**src/rtl/wpk_pkg.sv**
```systemverilog
// Shared definitions for the byte-to-word write packer.
package wpk_pkg;
    localparam int BYTE_W = 8;

    typedef enum logic [2:0] {
        ST_IDLE,
        ST_FILL,
        ST_SEND,
        ST_WAIT,
        ST_DONE
    } wpk_state_t;
endpackage

```
**src/rtl/wpk_lane_fill.sv**
```systemverilog
// Word assembly register: one byte register per lane.
// Clearing sets every lane to all ones (the flash no-change value).
// A put writes one lane.
// Assumes clear and put never coincide (the controller guarantees it).
module wpk_lane_fill #(
    parameter int LANES  = 4,
    parameter int LANE_W = 2
) (
    input  logic                                 clk,
    input  logic                                 rst_n,
    input  logic                                 clear,
    input  logic                                 put,
    input  logic [LANE_W-1:0]                    put_lane,
    input  logic [wpk_pkg::BYTE_W-1:0]           put_data,
    output logic [LANES*wpk_pkg::BYTE_W-1:0]     word
);
    import wpk_pkg::*;

    logic [BYTE_W-1:0] lane_q [LANES];

    for (genvar g = 0; g < LANES; g++) begin : g_lane
        // Hold one lane: reset/clear to padding, load on a matching put.
        always_ff @(posedge clk) begin
            if (!rst_n || clear)
                lane_q[g] <= {BYTE_W{1'b1}};
            else if (put && put_lane == LANE_W'(g))
                lane_q[g] <= put_data;
        end
        assign word[g*BYTE_W +: BYTE_W] = lane_q[g];
    end
endmodule

```
**src/rtl/wpk_ctrl.sv**
```systemverilog
// Sequencing for the packer.
// It tracks the word address, the next lane, the bytes left and the real
// bytes in the current word. It runs the byte intake and the word handshake,
// and accumulates the written count.
// Assumes one outstanding word at a time and a completion per accepted word.
module wpk_ctrl #(
    parameter int AW     = 16,
    parameter int LW     = 12,
    parameter int LANES  = 4,
    parameter int LANE_W = 2
) (
    input  logic              clk,
    input  logic              rst_n,
    input  logic              start,
    input  logic [AW-1:0]     start_addr,
    input  logic [LW-1:0]     len,
    input  logic              in_valid,
    output logic              in_ready,
    input  logic              wr_ready,
    input  logic              wr_done,
    input  logic              wr_err,
    output logic              wr_valid,
    output logic [AW-1:0]     wr_addr,
    output logic              word_clear,
    output logic              byte_put,
    output logic [LANE_W-1:0] put_lane,
    output logic              busy,
    output logic              done,
    output logic              io_err,
    output logic [LW-1:0]     count
);
    import wpk_pkg::*;

    wpk_state_t        state_q;
    logic [AW-1:0]     addr_q;
    logic [LANE_W-1:0] lane_q;
    logic [LW-1:0]     rem_q;
    logic [LANE_W:0]   wb_q;
    logic [LW-1:0]     count_q;
    logic              err_q;
    logic              take_start;
    logic              word_full;
    logic              next_word;

    assign take_start = (state_q == ST_IDLE) && start;
    assign byte_put   = (state_q == ST_FILL) && in_valid;
    assign word_full  = (lane_q == LANE_W'(LANES - 1)) || (rem_q == LW'(1));
    assign next_word  = (state_q == ST_WAIT) && wr_done && !wr_err && (rem_q != '0);
    assign word_clear = take_start || next_word;

    // State transitions of the request.
    always_ff @(posedge clk) begin
        if (!rst_n) begin
            state_q <= ST_IDLE;
        end else begin
            unique case (state_q)
                ST_IDLE: if (start) state_q <= (len == '0) ? ST_DONE : ST_FILL;
                ST_FILL: if (in_valid && word_full) state_q <= ST_SEND;
                ST_SEND: if (wr_ready) state_q <= ST_WAIT;
                ST_WAIT: if (wr_done)
                             state_q <= (wr_err || rem_q == '0) ? ST_DONE : ST_FILL;
                ST_DONE: state_q <= ST_IDLE;
                default: state_q <= ST_IDLE;
            endcase
        end
    end

    // Word address, lane pointer, bytes left and bytes in this word.
    always_ff @(posedge clk) begin
        if (!rst_n) begin
            addr_q <= '0;
            lane_q <= '0;
            rem_q  <= '0;
            wb_q   <= '0;
        end else if (take_start) begin
            addr_q <= {start_addr[AW-1:LANE_W], {LANE_W{1'b0}}};
            lane_q <= start_addr[LANE_W-1:0];
            rem_q  <= len;
            wb_q   <= '0;
        end else if (byte_put) begin
            lane_q <= lane_q + 1'b1;
            rem_q  <= rem_q - 1'b1;
            wb_q   <= wb_q + 1'b1;
        end else if (next_word) begin
            addr_q <= addr_q + AW'(LANES);
            lane_q <= '0;
            wb_q   <= '0;
        end
    end

    // Written-byte count and error flag.
    always_ff @(posedge clk) begin
        if (!rst_n) begin
            count_q <= '0;
            err_q   <= 1'b0;
        end else if (take_start) begin
            count_q <= '0;
            err_q   <= 1'b0;
        end else if (state_q == ST_WAIT && wr_done) begin
            if (wr_err) err_q   <= 1'b1;
            else        count_q <= count_q + LW'(wb_q);
        end
    end

    assign in_ready = (state_q == ST_FILL);
    assign wr_valid = (state_q == ST_SEND);
    assign wr_addr  = addr_q;
    assign put_lane = lane_q;
    assign busy     = (state_q != ST_IDLE);
    assign done     = (state_q == ST_DONE);
    assign io_err   = err_q;
    assign count    = count_q;
endmodule

```
**src/rtl/byte_word_packer.sv**
```systemverilog
// Top of the byte-to-word write packer.
// It accepts a byte-granular write and issues aligned word program requests,
// padding uncovered lanes with 0xFF.
// Assumes the downstream sequencer returns exactly one completion per
// accepted word.
module byte_word_packer #(
    parameter int AW    = 16,
    parameter int LW    = 12,
    parameter int LANES = 4
) (
    input  logic                   clk,
    input  logic                   rst_n,
    input  logic                   start,
    input  logic [AW-1:0]          start_addr,
    input  logic [LW-1:0]          len,
    input  logic                   in_valid,
    input  logic [7:0]             in_data,
    output logic                   in_ready,
    output logic                   wr_valid,
    output logic [AW-1:0]          wr_addr,
    output logic [LANES*8-1:0]     wr_data,
    input  logic                   wr_ready,
    input  logic                   wr_done,
    input  logic                   wr_err,
    output logic                   busy,
    output logic                   done,
    output logic                   io_err,
    output logic [LW-1:0]          count
);
    localparam int LANE_W = $clog2(LANES);

    logic              word_clear;
    logic              byte_put;
    logic [LANE_W-1:0] put_lane;

    wpk_ctrl #(.AW(AW), .LW(LW), .LANES(LANES), .LANE_W(LANE_W)) u_ctrl (
        .clk        (clk),
        .rst_n      (rst_n),
        .start      (start),
        .start_addr (start_addr),
        .len        (len),
        .in_valid   (in_valid),
        .in_ready   (in_ready),
        .wr_ready   (wr_ready),
        .wr_done    (wr_done),
        .wr_err     (wr_err),
        .wr_valid   (wr_valid),
        .wr_addr    (wr_addr),
        .word_clear (word_clear),
        .byte_put   (byte_put),
        .put_lane   (put_lane),
        .busy       (busy),
        .done       (done),
        .io_err     (io_err),
        .count      (count)
    );

    wpk_lane_fill #(.LANES(LANES), .LANE_W(LANE_W)) u_fill (
        .clk      (clk),
        .rst_n    (rst_n),
        .clear    (word_clear),
        .put      (byte_put),
        .put_lane (put_lane),
        .put_data (in_data),
        .word     (wr_data)
    );
endmodule

```
**config.mk**
```make
export PLATFORM = sky130hd
export DESIGN_NAME = byte_word_packer
export DESIGN_NICKNAME = d
export VERILOG_FILES = /design/src/rtl/wpk_pkg.sv /design/src/rtl/wpk_lane_fill.sv /design/src/rtl/wpk_ctrl.sv /design/src/rtl/byte_word_packer.sv
export SDC_FILE = /design/constraint.sdc
export NUM_CORES = 1
export LEC_CHECK = 0
export BUFFER_PORTS_ARGS = -buffer_cell sky130_fd_sc_hd__buf_2
export CAP_MARGIN = 5
export CORE_MARGIN = 5
export CORE_UTILIZATION = 48
export DETAILED_ROUTE_END_ITERATION = 7
export GPL_TIMING_DRIVEN = 0
export MAX_ROUTING_LAYER = met4
export PLACE_DENSITY = 0.84
export SETUP_SLACK_MARGIN = 0.3
export SLEW_MARGIN = 40
export SYNTH_ARGS = -nofsm -noshare
export SYNTH_HDL_FRONTEND = slang
export SYNTH_SLANG_ARGS = --single-unit
```
**constraint.sdc**
```tcl
create_clock -name clk -period 2.8 [get_ports clk]
set_clock_uncertainty 0.05 [all_clocks]
set_input_delay 0.42 -clock clk [delete_from_list [all_inputs] [get_ports clk]]
set_output_delay 0.42 -clock clk [all_outputs]
set_load 0.02 [all_outputs]
```
==> results of run 1 <==
[worst register-to-register path: stages (launching register included)]
cell	delay (ns)
dfxtp_2	0.34
or4_4	0.53
or4_4	0.62
buf_8	0.17
a21oi_4	0.21
buf_6	0.14
nand2_4	0.08
[where the power goes]
group	internal, W	switching [W]
logic	0.000545	0.000933
clock network	0.000436	0.000430
registers	0.00135	0.000152
total	0.00233	0.00151
[how the worst max path moves through the flow]
stage	start	end	slack (ns)	depth (start not counted)
final	u_ctrl.rem_q[5]	u_fill.lane_q[1][7]	0.40	6
after CTS	u_ctrl.rem_q[0]	u_fill.lane_q[2][3]	0.30	8
after detailed placement	u_ctrl.rem_q[0]	u_fill.lane_q[0][1]	-0.05	7
after global routing	u_ctrl.state_q[2]	u_ctrl.rem_q[0]	0.24	6
after floorplan	u_ctrl.rem_q[0]	u_fill.lane_q[3][0]	0.26	7
after global placement	u_ctrl.rem_q[0]	u_fill.lane_q[3][4]	0.008	7
[state kept, by name, indices dropped and copies added (netlist names)]
register and count:
u_ctrl.rem_q 12, u_ctrl.wb_q 3, u_ctrl.state_q 3, u_fill.lane_q 32, u_ctrl.put_lane 2, u_ctrl.io_err 1, u_ctrl.count 12, u_ctrl.wr_addr 14
[layer usage]
metal,track usage,up-vias
li1,-,1838
met1,0.277,1836
met2,0.376,215
met3,0.0485,26
met4,0.0666,0
met5,-,-
[synthesized netlist by cell type (6+ instances only)]
cell,n,area [µm²]
dfxtp_1,47,941
nand2b_1,33,206
edfxtp_1,32,961
nand2_1,30,113
nor2_1,24,90.1
inv_1,20,75.1
a21oi_1,19,95.1
clkbuf_1,19,71.3
o21ai_0,19,95.1
nor3_1,15,75.1
a31oi_1,12,75.1
ha_1,11,138
nand4_1,9,56.3
or3_1,9,56.3
a211oi_1,8,60.1
nand3_1,8,40.0
nor4b_1,7,61.3
a22oi_1,6,45.0
nor3b_1,6,45.0
xnor2_1,6,52.6
[through the flow]
step	setup TNS (ns)	instances	total power, W	util	hold WS [ns]
after CTS	0	660	0.00379	0.621	0.247
after global placement	0	635	0.00275	0.575	0.404
final	0	664	0.00385	0.626	0.251
after global routing	0	664	0.00405	0.626	0.277
after floorplan	0	426	0.00241	-	0.414
after detailed placement	-0.712	635	0.00279	0.575	0.414
[what timing repair did]
item                                    CTS  global route
pin swaps                                 5             6
gates cloned                              0             0
resized for setup                        26             8
endpoints found under the setup margin   80            92
buffers inserted                          9             4
[layout make-up]
type	instances	share of cell area
multi-input cells	303	0.409
clock inverters	5	0.0109
clock buffers	11	0.0274
flip-flops and latches	79	0.369
repair buffers	117	0.122
inverters	21	0.0153
well taps	105	0.0254
plain buffers	23	0.0211
[cells by family after synthesis]
group / share of synthesized area
compound gates: 0.170
xor+xnor: 0.0171
fa+ha+maj: 0.0386
buf+inv: 0.0426
flops: 0.465
mux: 0.0153
other cells: 0.000918
simple gates: 0.250
==> metrics.csv, run 1 <==
stage,metric,value,unit
status,status,finished clean,
job,drv_cap,0,
global_route,antenna_found_initial,0,
layout,syn_to_final_growth,26.5,%
layout,design_area,0.00517,mm²
critical_path,reg2reg_slack,0.40,ns
route,antenna_left,0,
layout,nNetsFinal,609,
critical_path,endpoint_kind,flop,
route,drt_first_pass_iters,5,
yosys,synth_seq_area_share,0.465,
sta,rsz0062_at_grt,true,
global_route,grt_overflow_total,0,
yosys,synth-edff-count,32,
pwr,p_leak,1.78,nW
cts,cts_buffers,9,
layout,drive_gt1_frac,0.301,
sta,finalHoldViolations,0,
cts,htree_levels,3,
critical_path,critPathSlowestCell,or4_4,
critical_path,path_cells,or4_4 -> or4_4 -> buf_8 -> a21oi_4 -> buf_6 -> nand2_4,
die,fp.dieW,102,µm
pwr,cellPowerDensity,745,mW/mm²
place,pre_cts_ws,-0.0451,ns
layout,fill_cells,684,
cts,clock_sinks,79,
place,dp_hpwl,8370,µm
die,fp.dieArea,0.0105,mm²
cts,tritoncts,built,
cts,clk_pin_slew,0.08,ns
critical_path,crit_top_cell,or4_4,
critical_path,start_kind,flop,
layout,multiInputGateArea,0.00211,mm²
global_route,grt_pass1_wl,18000,µm
yosys,synthCells,425,
critical_path,path_buf_inv,2,
die,fp-row-count,33,
layout,final_cell_mix,"104 x buf_2, 44 x dfxtp_1, 33 x nand2b_1",
yosys,synthArstFlopShare,0,
route,drc,0,
die,core,0.00826,mm²
layout,mostFrequentLayoutCell,buf_2,
critical_path,cp_top_family,simple AND/OR/NAND/NOR gates,
route,met3_length,1140,µm
yosys,ys.flop_type,dfxtp_1,
critical_path,cp.required,2.84,ns
critical_path,path_class,reg2reg,
sta,maxSlewViolCount,0,
cts,clk_latency,0.35,ns
sta,period_needed,2.40,ns
global_route,grt_max_degree,14,
place,dpl_cell_area,0.00475,mm²
layout,insertedDiodeCount,0,
sta,slew_headroom,0.566,
critical_path,r2r_end,u_fill.lane_q[1][7],
global_route,grtUsageTotal,0.226,
pwr,worst_ir_drop_vdd,372,µV
place,port_buffers,104,
route,vias,3915,
yosys,postSynthAreaPerCell,9.62,µm²
route,topRoutingLayerUsed,met4,
critical_path,path_max_fanout,8,
die,io_pins,108,
die,dieHeight,102,µm
route,drt-total-wl,11500,µm
cts,root_buffer,clkbuf_8,
critical_path,crit-reg2reg-launch,u_ctrl.rem_q[5],
sta,finalCritPeriodShare,0.858,
route,drt-vias-per-instance,5.90,
critical_path,worstPathArrival,2.45,ns
sta,fmax,0.416,GHz
yosys,synth_area,0.00409,mm²
yosys,yosys_warnings,0,
route,drt_iter0_markers,297,
global_route,grt_pass1_vias,3759,
route,drt-met1-wl,4560,µm
layout,seq_area,0.00191,mm²
yosys,synth_seq_cells,79,
route,routed-wl-met2,5610,µm
sta,setup_violations,0,
sta,setup_slack,0.396,ns
route,wire_per_inst,17.3,µm
hold_path,hold_class,in2reg,
hold_path,min_to,u_ctrl.wr_addr[14],
hold_path,hold_depth,3,
yosys,ys_types,61,
critical_path,worstRegToRegCells,6,
cts,clk_path_buf_depth,2,
place,gp_congestion,0.996,
die,initial_core_util,0.495,
cts,postCtsHoldBufs,0,
critical_path,cp_slowest_stage_delay,0.62,ns
sta,worstMarginPinSlew,0.646,ns
hold_path,min_from,start_addr[14],
Note: power is estimated with default switching activity, not from simulation.
==> run 2, diff against run 1 <==
--- a/config.mk
+++ b/config.mk
@@ -5,6 +5,7 @@
 export SDC_FILE = /design/constraint.sdc
 export NUM_CORES = 1
 export LEC_CHECK = 0
+export ABC_AREA = 1
 export BUFFER_PORTS_ARGS = -buffer_cell sky130_fd_sc_hd__buf_2
 export CAP_MARGIN = 5
 export CORE_MARGIN = 5
@@ -12,7 +13,7 @@
 export DETAILED_ROUTE_END_ITERATION = 7
 export GPL_TIMING_DRIVEN = 0
 export MAX_ROUTING_LAYER = met4
-export PLACE_DENSITY = 0.84
+export PLACE_DENSITY = 0.83
 export SETUP_SLACK_MARGIN = 0.3
 export SLEW_MARGIN = 40
 export SYNTH_ARGS = -nofsm -noshare
==> run 2 against run 1 <==
Global-route usage decreased by 1.6 points. Critical path depth grew 3. Clock power is 11% higher. Utilization is 3.6 points lower. Register-to-register slack improved by 0.14 ns. Critical path type unchanged. Largest power group is now combinational cells. Highest routed layer unchanged.
==> metrics.csv, run 2 <==
stage,metric,value,unit,change
status,status,finished clean,,
critical_path,path_max_fanout,4,,-4
global_route,grt_max_degree,15,,+1
yosys,postSynthAreaPerCell,7.66,µm²,-20%
yosys,synth_area,0.00422,mm²,+3.2%
job,drv_cap,0,,unchanged
sta,fmax,0.442,GHz,+6.2%
pwr,worst_ir_drop_vdd,494,µV,+33%
cts,htree_levels,3,,unchanged
sta,tns,0,ns,unchanged
die,fp-row-count,34,,+3.0%
hold_path,hold_class,in2reg,,
yosys,yosysMostFrequentCell,nand2_1,,
yosys,yosys_warnings,0,,unchanged
cts,tritoncts,built,,
route,antenna_left,0,,unchanged
layout,final_cell_mix,"111 x buf_2, 111 x nand2_1, 67 x inv_1",,
route,vias,4051,,+3.5%
critical_path,r2r_end,u_ctrl.count[10],,
cts,post_cts_resize_count,0,,-100%
layout,insertedDiodeCount,0,,unchanged
layout,fill_cells,796,,+16%
cts,clk_pin_slew,0.09,ns,about the same
critical_path,path_class,reg2reg,,
die,initial_core_util,0.488,,-0.00673
cts,cts_setup_buffers,0,,-9
yosys,ys.flop_type,dfxtp_1,,
cts,root_buffer,clkbuf_8,,
pwr,p_total,0.00395,W,+2.7%
yosys,synth_seq_cells,79,,unchanged
sta,period_needed,2.26,ns,-0.140 ns
layout,drive_gt1_frac,0.237,,-0.0636
place,port_buffers,104,,unchanged
die,fp.dieArea,0.0108,mm²,+2.8%
route,drt_first_pass_iters,5,,unchanged
sta,slew_headroom,0.485,,-0.0806
sta,maxSlewViolCount,0,,unchanged
cts,clk_latency,0.36,ns,about the same
yosys,netlist.area_leader.share,0.228,,-0.00719
sta,finalCritPeriodShare,0.808,,-0.0499
critical_path,crit_path_start,u_ctrl.count[0],,
critical_path,crit-reg2reg-launch,u_ctrl.count[0],,
global_route,grt_overflow_total,0,,unchanged
layout,syn_to_final_growth,20.9,%,
critical_path,endpoint,u_ctrl.count[10],,
layout,largest_reg_flops,32,,unchanged
yosys,synth-edff-count,32,,unchanged
critical_path,worstRegToRegCells,9,,+3
cts,cts_buffers,9,,unchanged
yosys,yosys-top-cells-area,"edfxtp_1 23%, dfxtp_1 22%, nand2_1 9.9%",,
yosys,synthArstFlopShare,0,,unchanged
critical_path,endpoint_kind,flop,,
critical_path,start_kind,flop,,
yosys,synth.top_cells.by_count,"111 x nand2_1, 67 x inv_1, 66 x nand3_1",,
layout,nNetsFinal,721,,+18%
sta,rsz0062_at_grt,false,,
cts,postCtsHoldBufs,0,,unchanged
place,dp_hpwl,8390,µm,+0.22%
layout,top_register,u_fill.lane_q,,
route,drt_iter0_markers,250,,-16%
yosys,synth_seq_area_share,0.451,,-0.0142
sta,worstMarginPinSlew,0.767,ns,+0.121 ns
global_route,grtUsageTotal,0.210,,-0.0158
die,fp.dieW,104,µm,+1.4%
cts,clock_sinks,79,,unchanged
place,gp_congestion,0.934,,-6.3%
pwr,p_leak,2.13,nW,+20%
route,drc,0,,unchanged
yosys,synthCells,550,,+29%
critical_path,cp.required,3.01,ns,+0.17 ns
die,dieHeight,104,µm,+1.4%
die,io_pins,108,,unchanged
yosys,yosys.area.top_type,edfxtp_1,,
route,drt-total-wl,11100,µm,-3.2%
sta,setup_violations,0,,unchanged
pwr,cellPowerDensity,775,mW/mm²,+4.1%
route,drt-vias-per-instance,5.20,,-12%
sta,finalHoldViolations,0,,unchanged
route,wire_per_inst,14.3,µm,-17%
global_route,antenna_found_initial,0,,unchanged
global_route,grt_pass1_vias,3943,,+4.9%
die,core,0.00864,mm²,+4.6%
cts,clk_path_buf_depth,2,,unchanged
critical_path,reg2reg_slack,0.54,ns,+0.14 ns
critical_path,worstPathArrival,2.47,ns,+0.02 ns
global_route,grt_pass1_wl,18400,µm,+2.3%
yosys,ys_types,36,,-41%
==> run 2: cell types whose count changed in the layout (fill, tap and decap cells not counted), moves of 14 or more <==
cell,delta
inv_1,+49
nand2_1,+86
nor2_1,+42
clkbuf_1,-14
nand2b_1,-33
nand3_1,+58
==> run 2: layer usage <==
metal / GRT usage / vias to the layer above / wire, µm
met3: 0.0547 / 12 / 899
met4: 0.0703 / 0 / 155
met2: 0.350 / 170 / 5610
met1: 0.248 / 1841 / 4480
li1: - / 2028 / -
met5: - / - / 0
==> run 2: worst min-delay path by stage <==
stage | startpoint | endpoint | slack, ns | cells past startpoint
final | len[2] | u_ctrl.rem_q[2] | 0.25 | 3
after detailed placement | u_ctrl.count[3] | u_ctrl.count[3] | 0.43 | 1
after global routing | len[2] | u_ctrl.rem_q[2] | 0.25 | 3
after floorplan | u_ctrl.wb_q[0] | u_ctrl.wb_q[0] | 0.41 | 1
after global placement | u_ctrl.io_err | u_ctrl.io_err | 0.40 | 2
after CTS | len[2] | u_ctrl.rem_q[2] | 0.25 | 3
==> run 2: kinds of logic after synthesis <==
kind of cell	count (synthesis)	synth area share
other	1	0.000890
DFF	79	0.451
AOI/OAI and AO/OA	76	0.0959
adders and majority gates	12	0.0374
and+or+nand+nor	279	0.294
buffers and inverters	91	0.0962
xor gates and xnor gates	12	0.0249
==> run 2: power by group <==
part	switching [W]	internal (W)
clock network	0.000448	0.000509
logic	0.00101	0.000495
registers	0.000135	0.00136
total	0.00159	0.00236
==> run 2: area by class of cell <==
| class | count | area [µm²] | share of cell area |
|---|---|---|---|
| repair buffers | 104 | 520 | 0.102 |
| multi-input cells | 381 | 1910 | 0.375 |
| plain buffers | 18 | 129 | 0.0253 |
| flip-flops and latches | 79 | 1900 | 0.373 |
| clock buffers | 10 | 128 | 0.0250 |
| inverters | 73 | 277 | 0.0543 |
| clock inverters | 6 | 92.6 | 0.0182 |
| well taps | 108 | 135 | 0.0265 |
==> run 2: worst max-delay path, stage by stage, from the launching register on <==
cell and delay, ns:
dfxtp_1 0.39, ha_1 0.19, inv_1 0.05, fa_1 0.40, o21ai_0 0.39, nand3_1 0.17, nor2_1 0.23, nand2_1 0.09
xor2_1 0.14, nor2_1 0.05
==> run 2: stage by stage <==
step                std cells  utilization  setup slack [ns]  instance area (µm²)  hold WS, ns
global placement          763        0.564             0.348                 4870        0.403
CTS                       779        0.590             0.546                 5090        0.249
detailed placement        763        0.564             0.548                 4870        0.433
floorplan                 551            -             0.761                 4220        0.408
finish                    779        0.590             0.536                 5090        0.254
global route              779        0.590             0.341                 5090        0.255
